==> src/rtl/host_sram_loader.sv <==
module host_sram_loader #(
  parameter int DATA_W = 8,
  parameter int BANK_W = 1
) (
  input  logic                          clk,
  input  logic                          rst_n,
  input  logic [DATA_W-1:0]             host_data,
  input  logic [1:0]                    mode,
  input  logic                          host_busreq_n,
  input  logic [BANK_W-1:0]             host_bank,
  input  logic                          host_reset,
  input  logic                          target_busack_n,
  output logic                          target_busreq_n,
  output logic                          target_reset_n,
  output logic                          sram_bus_oe,
  output logic [BANK_W+2*DATA_W-1:0]    sram_addr,
  output logic [DATA_W-1:0]             sram_wdata,
  output logic                          sram_ce_n,
  output logic                          sram_we_n
);
  localparam int ADDR_W = BANK_W + 2*DATA_W;

  logic [3:0]        sel, sel_q, enter;
  logic [DATA_W-1:0] hi_q, lo_q, wd_q;
  logic              wr_q;

  always_comb begin
    sel = '0;
    if (!host_busreq_n) sel[mode] = 1'b1;
  end

  assign enter = sel & ~sel_q;

  always_ff @(posedge clk or negedge rst_n) begin
    if (!rst_n) begin
      sel_q <= '0;
      hi_q  <= '0;
      lo_q  <= '0;
      wd_q  <= '0;
      wr_q  <= 1'b0;
    end else begin
      sel_q <= sel;
      wr_q  <= enter[2];
      if (enter[0]) hi_q <= host_data;
      if (enter[1]) lo_q <= host_data;
      if (enter[2]) wd_q <= host_data;
    end
  end

  assign target_busreq_n = host_busreq_n;
  assign target_reset_n  = ~host_reset;
  assign sram_bus_oe     = ~target_busack_n;
  assign sram_addr       = sram_bus_oe ? {host_bank, hi_q, lo_q} : '0;
  assign sram_wdata      = sram_bus_oe ? wd_q : '0;
  assign sram_ce_n       = ~sram_bus_oe;
  assign sram_we_n       = ~(sram_bus_oe & wr_q);

  logic unused_w;
  assign unused_w = ^{enter[3], ADDR_W[0]};
endmodule

==> config.mk <==
export PLATFORM = sky130hd
export DESIGN_NAME = host_sram_loader
export DESIGN_NICKNAME = d
export VERILOG_FILES = /design/src/rtl/host_sram_loader.sv
export SDC_FILE = /design/constraint.sdc
export NUM_CORES = 1
export LEC_CHECK = 0
export BUFFER_PORTS_ARGS = -buffer_cell sky130_fd_sc_hd__buf_2
export CAP_MARGIN = 20
export CORE_MARGIN = 4
export CORE_UTILIZATION = 43
export CTS_CLUSTER_DIAMETER = 40
export DETAILED_ROUTE_END_ITERATION = 10
export PLACE_DENSITY = 0.77
export SYNTH_ARGS = -nofsm -noshare
export SYNTH_HDL_FRONTEND = slang
export SYNTH_SLANG_ARGS = --single-unit
==> constraint.sdc <==
create_clock -name clk -period 1.3 [get_ports clk]
set_input_delay 0.195 -clock clk [delete_from_list [all_inputs] [get_ports clk]]
set_output_delay 0.195 -clock clk [all_outputs]
set_load 0.005 [all_outputs]
Yosys cells after proc, flatten, opt, wreduce, memory -nomap -nowiden
Index checks and enable logic that the tools add are counted.
Widths: inputs -> output; s select.
- register bits after elaboration: 28
- output and inout bits: 30
- word-level logic and storage cells: 19
- magnitude comparators: 2
- muxes and demuxes: 5
- bitwise operators: 6
- reduce and logical (&&, ||, !) cells: 1
- operators with widths (kind ; number):
    $mux 17 ; 1
    $mux 8 ; 1
    $and 3x3->3 ; 1
    $lt 2x3->1 const B ; 1
    $mux 3 ; 1
    $not 1->1 ; 3
    $not 3->3 ; 1
    $demux 1 s2 ; 1
    $ge 2x1->1 const B ; 1
    $and 1x1->1 ; 1
    $logic_and 1x1->1 ; 1
    $mux 1 ; 1

Longest topological paths before layout
Gate-level depths: netlist (run 1).
- word-level depth: 6
- mapped depth: 3

Worst setup path before layout (run 1)
Ideal clock, no wire load.
- path kind: input to register
- start: input port host_busreq_n
- end: register wd_q[0]
- library setup time: 0.125 ns
- data arrival time: 1.230 ns
- required time: 1.175 ns
- setup slack: -0.055 ns
- cell stages on the path: 3
- cell sequence: buf_2 > nor4b_4 > mux2_2
- cells in the longest elaborated chain, start to end: 2
- ends and longest elaborated chain (element ; RTL line ; source):
    start: declaration ; 9 ; input logic host_busreq_n,
    $mux 3 ; 29 ; if (!host_busreq_n) sel[mode] = 1'b1;
    $and 3x3->3 ; 32 ; assign enter = sel & ~sel_q;
    net enter[2] ; 23 ; logic [3:0] sel, sel_q, enter;
    end signal: assignment ; 46 ; if (enter[2]) wd_q <= host_data;
    end: declaration ; 24 ; logic [DATA_W-1:0] hi_q, lo_q, wd_q;
The timed path passes the listed nets, and every way through them passes these cells.
A chain may end at the register's enable or synchronous reset.

Worst setup path after layout (run 1)
- start: register sel_q[1]
- end: register lo_q[5]
- cells in the longest elaborated chain, start to end: 2
- ends and longest elaborated chain (element ; RTL line ; source):
    start: declaration ; 23 ;
    start signal: assignment ; 42 ; sel_q <= sel;
    $not 3->3 ; 32 ;
    $and 3x3->3 ; 32 ;
    end signal: assignment ; 45 ; if (enter[1]) lo_q <= host_data;
    end: declaration ; 24 ;
Every way passes these cells.

==> results of run 1 <==
-- power by group --
group	internal, mW	switching [mW]
clock	0.171	0.246
combinational	0.336	0.186
sequential	1.03	0.0800
-- kinds of logic after synthesis --
logic type             count (synthesis)  synth area share
multiplexers                          24             0.215
flip-flops                            28             0.558
AND/OR/NAND/NOR                       32             0.198
buffers and inverters                  7            0.0279
-- state kept, by name (all words and copies together) (netlist names) --
register and flops:
hi_q 8, lo_q 8, wd_q 8, sel_q 3, wr_q 1
-- final timing paths --
path                         startpoint       to  slack (ns)  cells past startpoint
setup / recovery               sel_q[1]  lo_q[5]       -0.02                      3
hold / removal             host_data[1]  lo_q[1]        0.13                      2
hold reg to reg                 hi_q[7]  hi_q[7]        0.52                      1
min in group asynchronous         rst_n  lo_q[6]        0.38                      2
max in group asynchronous         rst_n  hi_q[1]        0.51                      2
setup reg to reg               sel_q[1]  lo_q[5]       -0.02                      3
-- cell usage in the layout (no fill, tap or decap) --
cell	instances
inv_1	2
buf_6	2
nor3b_1	2
mux2_2	11
dlygate4sd3_1	1
nor3_1	1
clkbuf_4	3
nand2_1	1
mux2_4	13
clkbuf_8	1
buf_4	6
nor4_4	1
buf_2	45
nor2b_1	25
nor4b_4	2
dfrtp_1	28
-- timing repair --
action                     in CTS  in global routing
gates resized for setup         4                 11
hold endpoints to repair       28                  0
buffers inserted                0                  0
pin swaps                       0                  0
hold buffers                    1                  0
setup endpoints to repair       9                 17
-- per-stage QoR --
stage                     hold slack [ns]  TNS, ns  setup WS, ns  area, um2
final                               0.128  -0.0712       -0.0178       1650
after global routing                0.107   -0.541       -0.0662       1650
after CTS                           0.120   -0.224       -0.0446       1610
after detailed placement            0.242   -0.480       -0.0741       1550
after global placement              0.229   -0.143       -0.0299       1550
after floorplan                    -0.101   -0.404       -0.0353       1250
-- worst max-delay path: cells and delay by family (launching register included) --
kind,cells,cell delay [ns]
multiplexers,1,0.33
flip-flops,1,0.42
AND/OR/NAND/NOR,1,0.30
buffers and inverters,1,0.18
-- per-layer routing --
| metal | wire [um] | vias to the layer above | global-route usage |
|---|---|---|---|
| li1 | - | 406 | - |
| met1 | 1110 | 429 | 0.194 |
| met2 | 1310 | 31 | 0.246 |
| met3 | 164 | 5 | 0.0248 |
| met4 | 46 | 0 | 0.0455 |
| met5 | 0 | - | 0 |
-- area by class of cell --
class / instances / area, um2 / share of cell area
Clock buffer: 4 / 36.3 / 0.0219
Timing Repair Buffer: 54 / 303 / 0.183
Multi-Input combinational cell: 56 / 568 / 0.343
Tap cell: 31 / 38.8 / 0.0234
Inverter: 2 / 7.51 / 0.00454
Sequential cell: 28 / 701 / 0.424
-- synth_stat cells --
cell / n / share of area
buf_2: 1 / 0.0040
buf_4: 2 / 0.012
clkbuf_1: 2 / 0.0060
dfrtp_1: 28 / 0.56
inv_1: 2 / 0.0060
mux2_2: 24 / 0.22
nand2_1: 1 / 0.0030
nor2b_1: 25 / 0.12
nor3_1: 1 / 0.0040
nor3b_1: 2 / 0.012
nor4_4: 1 / 0.017
nor4b_4: 2 / 0.038
==> reports/qor.txt, run 1 <==
status: finished, violations left
failing checks: setup timing
maximum vdd drop: 0.000980 V
nature of the critical path startpoint: flip-flop
TritonCTS clock tree: done
worst stage delay on the critical path: 0.42 ns
final RePlAce weighted congestion: 0.681
Setup WS post-layout: -0.0178 ns
Root Buffer Master: clkbuf_4
skew final: 0.00875 ns
Slew HR: 0.595
ANT nets after route: 0
DR vias: 871
CP max stage cell: dfrtp_1
Final Total Pwr: 2.05 mW
first-pass GRT wire length: 4.13 mm
ANT cells: 0
Starting Density: 0.451
routed wire length per instance: 15.0 um
Cell variety after synth: 12
final cell count without fillers: 175
initial antenna violation count: 0
Congestion Overflow GR: 0
Final period util: 1.01
drt first pass iters: 4
Post-Synthesis Cells: 91
synthesized cell area: 0.00125 mm2
drc violations: 0
placeable core area: 0.00278 mm2
vias in the first global route: 889
Crit Path Max Fanout: 5
Worst-path clk slew: 0.15 ns
syn avg cell area: 13.8 um2
Inst Count DP: 170
nets@finish: 161
DRT iter0 DRCs: 19
DPL Wire Length: 2.00 mm
Synthesis Warnings: 0
largest net degree at the start of global routing: 29
H-Tree Depth: 1
Seq/Total Area, Yosys: 0.558
Total Wirelength: 2.63 mm
Post-Syn Nets: 107
Clock Latency Late Sink: 0.33 ns
GRT Total Usage: 0.147
final core occ: 0.595
PwrDens: 1240 mW/mm2
setup violators final: 6
total of max-cap violations: 0
post-layout min period: 1.32 ns
Max clock buf depth: 2
layout cells sized above 1: 0.583
final hold vios: 0
Max Slew Vio Count: 0
CP arrival: 1.54 ns
worst-path cell chain: nor4b_4 -> buf_6 -> mux2_2
clock buffer count from CTS: 3
Fmax achieved: 759 MHz
worst path required time: 1.52 ns
row count: 19
CP endpoint kind: flip-flop
Synth-to-Final Area Change: 31.8%
Port Buffers: 45
Chip Height: 62.0 um
# IOs: 46
Fill cells: 245
WS Path Type: reg -> reg
post-synthesis register bit count: 28
die span in x: 62.0 um
die area: 0.00385 mm2
clock sink count: 28
Worst Tran Pin Value: 0.608 ns
RSZ-0062 raised after global routing: yes
Leak: 0.824 nW
vias per std cell: 4.98
HP Class: in -> reg
No activity file was read; power rests on OpenSTA's default activity.
==> run 2: changes to the inputs <==
- CORE_UTILIZATION: 43 -> 51
- PLACE_DENSITY: 0.77 -> 0.85
- clock period: 1.3 -> 1.6 ns (I/O delays scaled with it)
==> run 2 against run 1 <==
The run now ends clean. Combinational power down 29%. Clock power fell by 36%. Clock skew is 0.0028 ns lower. Via count fell by 2.8%. Fmax up 2.5%. Register-to-register slack improved by 0.33 ns. Critical path depth stayed put. Total power fell by 25%. Hold slack gained 0.045 ns. Critical path type unchanged. Critical endpoint is now lo_q[4]. Largest cell class unchanged. Largest power group unchanged.
==> reports/qor.txt, run 2 (synthesis results as in run 1) <==
Sum Neg Setup Slack: 0 ns (was -0.0712 ns)
DP Worst Slack: 0.226 ns (was -0.0741 ns)
Final period util: 0.803 (was 1.01)
setup bufs post-CTS: 0 (unchanged)
CP endpoint kind: flip-flop (unchanged)
worst stage delay on the critical path: 0.42 ns (about the same)
Clock Latency Late Sink: 0.31 ns (was 0.33 ns)
ANT nets after route: 0 (unchanged)
Total Wirelength: 2.31 mm (was 2.63 mm)
clock sink count: 28 (unchanged)
maximum vdd drop: 0.000792 V (was 0.000980 V)
die span in x: 57.6 um (was 62.0 um)
area of the multi-input gates: 519 um2 (was 568 um2)
CP Buf/Inv Count: 1 (unchanged)
nets@finish: 158 (was 161)
Leak: 0.757 nW (was 0.824 nW)
nature of the critical path startpoint: flip-flop (unchanged)
hold path cells: 2 (unchanged)
FF+latch area: 701 um2 (unchanged)
first-pass GRT wire length: 3.75 mm (was 4.13 mm)
DR vias: 847 (was 871)
vias in the first global route: 839 (was 889)
# IOs: 46 (unchanged)
Inst Count DP: 164 (was 170)
DPL Wire Length: 1.78 mm (was 2.00 mm)
commonest non-fill, non-tap cells in the layout: buf_2 (45), dfrtp_1 (28), nor2b_1 (25) (unchanged)
H-Tree Depth: 1 (unchanged)
RSZ-0062 raised after global routing: no (was yes)
Root Buffer Master: clkbuf_4 (unchanged)
Slew HR: 0.593 (was 0.595)
r2r setup slk: 0.31 ns (was -0.02 ns)
Chip Height: 57.6 um (was 62.0 um)
HP Class: in -> reg (unchanged)
final cell count without fillers: 168 (was 175)
vias per std cell: 5.04 (was 4.98)
final hold vios: 0 (unchanged)
R2R cell count: 3 (unchanged)
final RePlAce weighted congestion: 0.701 (was 0.681)
PwrDens: 985 mW/mm2 (was 1240 mW/mm2)
TritonCTS clock tree: done (unchanged)
skew final: 0.00599 ns (was 0.00875 ns)
worst-path cell chain: nor4b_4 -> buf_4 -> mux2_2 (was nor4b_4 -> buf_6 -> mux2_2)
CP arrival: 1.49 ns (was 1.54 ns)
Max Slew Vio Count: 0 (unchanged)
Synth-to-Final Area Change: 24.1% (was 31.8%)
Hold Path End: hi_q[3] (was lo_q[1])
Worst R2R End: lo_q[4] (was lo_q[5])
worst hold path startpoint: host_data[3] (was host_data[1])
setup violators final: 0 (was 6)
drc violations: 0 (unchanged)
Fill cells: 184 (was 245)
DRT iter0 DRCs: 11 (was 19)
Congestion Overflow GR: 0 (unchanged)
largest net degree at the start of global routing: 29 (unchanged)
CP delay by family, top: flip-flops (unchanged)
worst path required time: 1.81 ns (was 1.52 ns)
WS Path Type: reg -> reg (unchanged)
drt first pass iters: 3 (was 4)
post-layout min period: 1.29 ns (was 1.32 ns)
routed wire length per instance: 13.7 um (was 15.0 um)
Setup WS post-layout: 0.315 ns (was -0.0178 ns)
CP max stage cell: dfrtp_1 (unchanged)
row count: 17 (was 19)
CP Depth: 3 (unchanged)
layout cells sized above 1: 0.571 (was 0.583)
initial antenna violation count: 0 (unchanged)
status: complete, no violations (was finished, violations left)
Top Registers: hi_q: 8 flops, lo_q: 8 flops, wd_q: 8 flops (unchanged)
Fmax achieved: 778 MHz (was 759 MHz)
placeable core area: 0.00228 mm2 (was 0.00278 mm2)
Starting Density: 0.551 (was 0.451)
most common cell after layout, fill and taps aside: buf_2 (unchanged)
die area: 0.00332 mm2 (was 0.00385 mm2)
clock buffer count from CTS: 3 (unchanged)
Crit Path Max Fanout: 8 (was 5)
Max clock buf depth: 2 (unchanged)
Critical R2R Launch: sel_q[1] (unchanged)
ANT cells: 0 (unchanged)
Worst-path clk slew: 0.13 ns (was 0.15 ns)
Port Buffers: 45 (unchanged)
Worst Tran Pin Value: 0.611 ns (was 0.608 ns)
GRT Total Usage: 0.145 (was 0.147)
total of max-cap violations: 0 (unchanged)
-- run 2: cell types whose count changed in the layout (fill, tap and decap cells not counted) --
cell      before  now
buf_4          6    5
clkbuf_8       1    0
mux2_2        11   24
buf_6          2    0
mux2_4        13    0
-- run 2: where the power goes --
group	internal (mW)	switching (mW)
Combinational	0.229	0.143
Sequential	0.836	0.0586
Clock	0.0880	0.180
Total	1.15	0.381
-- run 2: timing repair --
item / in CTS / in global routing
resized for setup: 0 / 0
hold buffers: 1 / 0
endpoints found under the hold margin: 28 / 0
-- run 2: final cells by class --
type                    instances  share of cell area
multi-input cells              56               0.333
well taps                      28              0.0225
repair buffers                 51               0.175
flip-flops and latches         28               0.450
clock buffers                   3              0.0145
inverters                       2             0.00482
-- run 2: worst max path at each step --
stage               to  slack, ns     startpoint
2_1_floorplan  wd_q[0]       0.20  host_busreq_n
3_3_place_gp   wd_q[7]       0.24  host_busreq_n
3_5_place_dp   lo_q[1]       0.23  host_busreq_n
4_1_cts        lo_q[1]       0.32       sel_q[1]
5_1_grt        lo_q[1]       0.28       sel_q[1]
6_report       lo_q[4]       0.31       sel_q[1]
-- run 2: metal layers --
| metal | vias to the layer above | part of all wire | global-route usage |
|---|---|---|---|
| li1 | 402 | - | - |
| met1 | 409 | 0.43 | 0.195 |
| met2 | 34 | 0.48 | 0.235 |
| met3 | 2 | 0.084 | 0.0339 |
| met4 | 0 | 0.0043 | 0.0397 |
| met5 | - | 0 | 0 |
-- run 2: metrics by stage --
stage / utilization / hold slack [ns] / total power [mW] / cell area [um2]
CTS: 0.684 / 0.164 / 1.56 / 1560
global route: 0.684 / 0.160 / 1.63 / 1560
global placement: 0.670 / 0.274 / 1.26 / 1530
finish: 0.684 / 0.173 / 1.53 / 1560
floorplan: - / -0.0556 / 1.12 / 1250
detailed placement: 0.670 / 0.286 / 1.29 / 1530
==> run 3: changes to the inputs <==
- CORE_UTILIZATION: 51 -> 48
- PLACE_DENSITY: 0.85 -> 0.81
- clock period: 1.6 -> 1.3 ns (I/O delays scaled with it)
==> run 3 against run 2 <==
Routed wire length is 8.2% higher. Total power is 28% higher. Fmax is 0.53% higher. Non-clock buffer count is 3 higher. Highest routed layer unchanged.
==> reports/qor.txt, run 3 (synthesis results as in run 1) <==
status: complete, no violations (unchanged)
Fmax achieved: 782 MHz (was 778 MHz)
Total Wirelength: 2.50 mm (was 2.31 mm)
routed wire length per instance: 14.4 um (was 13.7 um)
Worst-path clk slew: 0.14 ns (was 0.13 ns)
DP Worst Slack: -0.0495 ns (was 0.226 ns)
PwrDens: 1200 mW/mm2 (was 985 mW/mm2)
placeable core area: 0.00248 mm2 (was 0.00228 mm2)
Crit Path Max Fanout: 4 (was 8)
nets@finish: 161 (was 158)
FF+latch area: 701 um2 (unchanged)
vias per std cell: 4.95 (was 5.04)
Root Buffer Master: clkbuf_4 (unchanged)
H-Tree Depth: 1 (unchanged)
Starting Density: 0.507 (was 0.551)
total of max-cap violations: 0 (unchanged)
commonest non-fill, non-tap cells in the layout: buf_2 (45), dfrtp_1 (28), nor2b_1 (25) (unchanged)
met1 GRT Util: 0.199 (was 0.195)
initial antenna violation count: 0 (unchanged)
vias in the first global route: 912 (was 839)
RSZ-0062 raised after global routing: yes (was no)
ANT cells: 0 (unchanged)
met3 Use GR: 0.0240 (was 0.0339)
Leak: 0.816 nW (was 0.757 nW)
Setup WS post-layout: 0.0215 ns (was 0.315 ns)
ANT nets after route: 0 (unchanged)
GR peak layer: met2 (unchanged)
Fill cells: 200 (was 184)
met2 usage: 0.262 (was 0.235)
final hold vios: 0 (unchanged)
clock sink count: 28 (unchanged)
worst stage delay on the critical path: 0.42 ns (about the same)
area of the multi-input gates: 564 um2 (was 519 um2)
Congestion Overflow GR: 0 (unchanged)
drc violations: 0 (unchanged)
CP endpoint kind: flip-flop (unchanged)
worst-path cell chain: nor4b_4 -> buf_4 -> mux2_2 (unchanged)
TritonCTS clock tree: done (unchanged)
Final period util: 0.983 (was 0.803)
setup violators final: 0 (unchanged)
Seq pwr share: 0.564 (was 0.583)
first-pass GRT wire length: 4.09 mm (was 3.75 mm)
Psw: 0.492 mW (was 0.381 mW)
CP delay by family, top: flip-flops (unchanged)
Switching Fraction: 0.250 (was 0.248)
final cell count without fillers: 173 (was 168)
die span in x: 59.1 um (was 57.6 um)
Max clock buf depth: 2 (unchanged)
post-layout min period: 1.28 ns (was 1.29 ns)
WS Path Type: reg -> reg (unchanged)
Max Slew Vio Count: 0 (unchanged)
DRT iter0 DRCs: 23 (was 11)
DP Area: 0.00156 mm2 (was 0.00153 mm2)
HP Class: in -> reg (unchanged)
Worst Tran Pin Value: 0.599 ns (was 0.611 ns)
# IOs: 46 (unchanged)
Top Registers: hi_q: 8 flops, lo_q: 8 flops, wd_q: 8 flops (unchanged)
maximum vdd drop: 0.000993 V (was 0.000792 V)
layout cells sized above 1: 0.580 (was 0.571)
Synth-to-Final Area Change: 30.7% (was 24.1%)
skew final: 0.00834 ns (was 0.00599 ns)
DR vias: 856 (was 847)
CP Buf/Inv Count: 1 (unchanged)
Slew HR: 0.601 (was 0.593)
worst path required time: 1.51 ns (was 1.81 ns)
final RePlAce weighted congestion: 0.763 (was 0.701)
row count: 18 (was 17)
drt first pass iters: 2 (was 3)
die area: 0.00350 mm2 (was 0.00332 mm2)
Port Buffers: 45 (unchanged)
largest net degree at the start of global routing: 29 (unchanged)
Clock Latency Late Sink: 0.32 ns (was 0.31 ns)
DPL Wire Length: 1.96 mm (was 1.78 mm)
Sum Neg Setup Slack: 0 ns (unchanged)
CP arrival: 1.49 ns (about the same)
Clk network pwr share: 0.172 (was 0.175)
nature of the critical path startpoint: flip-flop (unchanged)
Inst Count DP: 169 (was 164)
CP max stage cell: dfrtp_1 (unchanged)
cell-internal power: 1.47 mW (was 1.15 mW)
Chip Height: 59.1 um (was 57.6 um)
share of total power in combinational logic: 0.263 (was 0.242)
most common cell after layout, fill and taps aside: buf_2 (unchanged)
GRT Total Usage: 0.156 (was 0.145)
final instance area: 0.00164 mm2 (was 0.00156 mm2)
clock buffer count from CTS: 3 (unchanged)
setup bufs post-CTS: 0 (unchanged)
final core occ: 0.662 (was 0.684)
-- run 3: changes by cell type in the layout (fill, tap and decap cells not counted), sizes merged --
cell | previous run | this run
buf | 50 | 53
-- run 3: path summary, 6_finish.rpt --
check,from,endpoint,slack (ns),cells past startpoint
min in group asynchronous,rst_n,wr_q,0.39,2
worst max-delay path,sel_q[2],wd_q[0],0.02,3
worst max register to register,sel_q[2],wd_q[0],0.02,3
max in group asynchronous,rst_n,hi_q[6],0.51,2
worst min register to register,wd_q[4],wd_q[4],0.52,1
worst min-delay path,host_data[3],wd_q[3],0.13,2
-- run 3: what timing repair did --
action,4_1_cts,5_1_grt
resized for setup,0,12
hold buffers,1,0
hold endpoints to repair,28,0
setup endpoints to repair,0,16
-- run 3: per-stage QoR --
step,power (mW),hold slack [ns]
after floorplan,1.37,-0.101
after global placement,1.58,0.231
after detailed placement,1.60,0.241
after CTS,1.94,0.118
after global routing,2.09,0.116
final,1.96,0.130
-- run 3: metal layers --
layer | part of all wire | vias up | routed length (um)
met4 | 0.015 | 0 | 38
met3 | 0.081 | 4 | 203
met5 | 0 | - | 0
met1 | 0.43 | 409 | 1080
met2 | 0.47 | 34 | 1180
li1 | - | 409 | -
-- run 3: power by group through the flow --
stage	clock, mW	combinational, mW	sequential (mW)
after global placement	0	0.461	1.11
after floorplan	0	0.282	1.09
after global routing	0.394	0.569	1.13
after detailed placement	0	0.475	1.12
final	0.339	0.517	1.11
after CTS	0.354	0.478	1.11
-- run 3: area by class of cell --
| class | instances | share of cell area |
|---|---|---|
| flip-flops and latches | 28 | 0.427 |
| repair buffers | 54 | 0.188 |
| well taps | 30 | 0.0229 |
| multi-input cells | 56 | 0.344 |
| inverters | 2 | 0.00458 |
| clock buffers | 3 | 0.0137 |
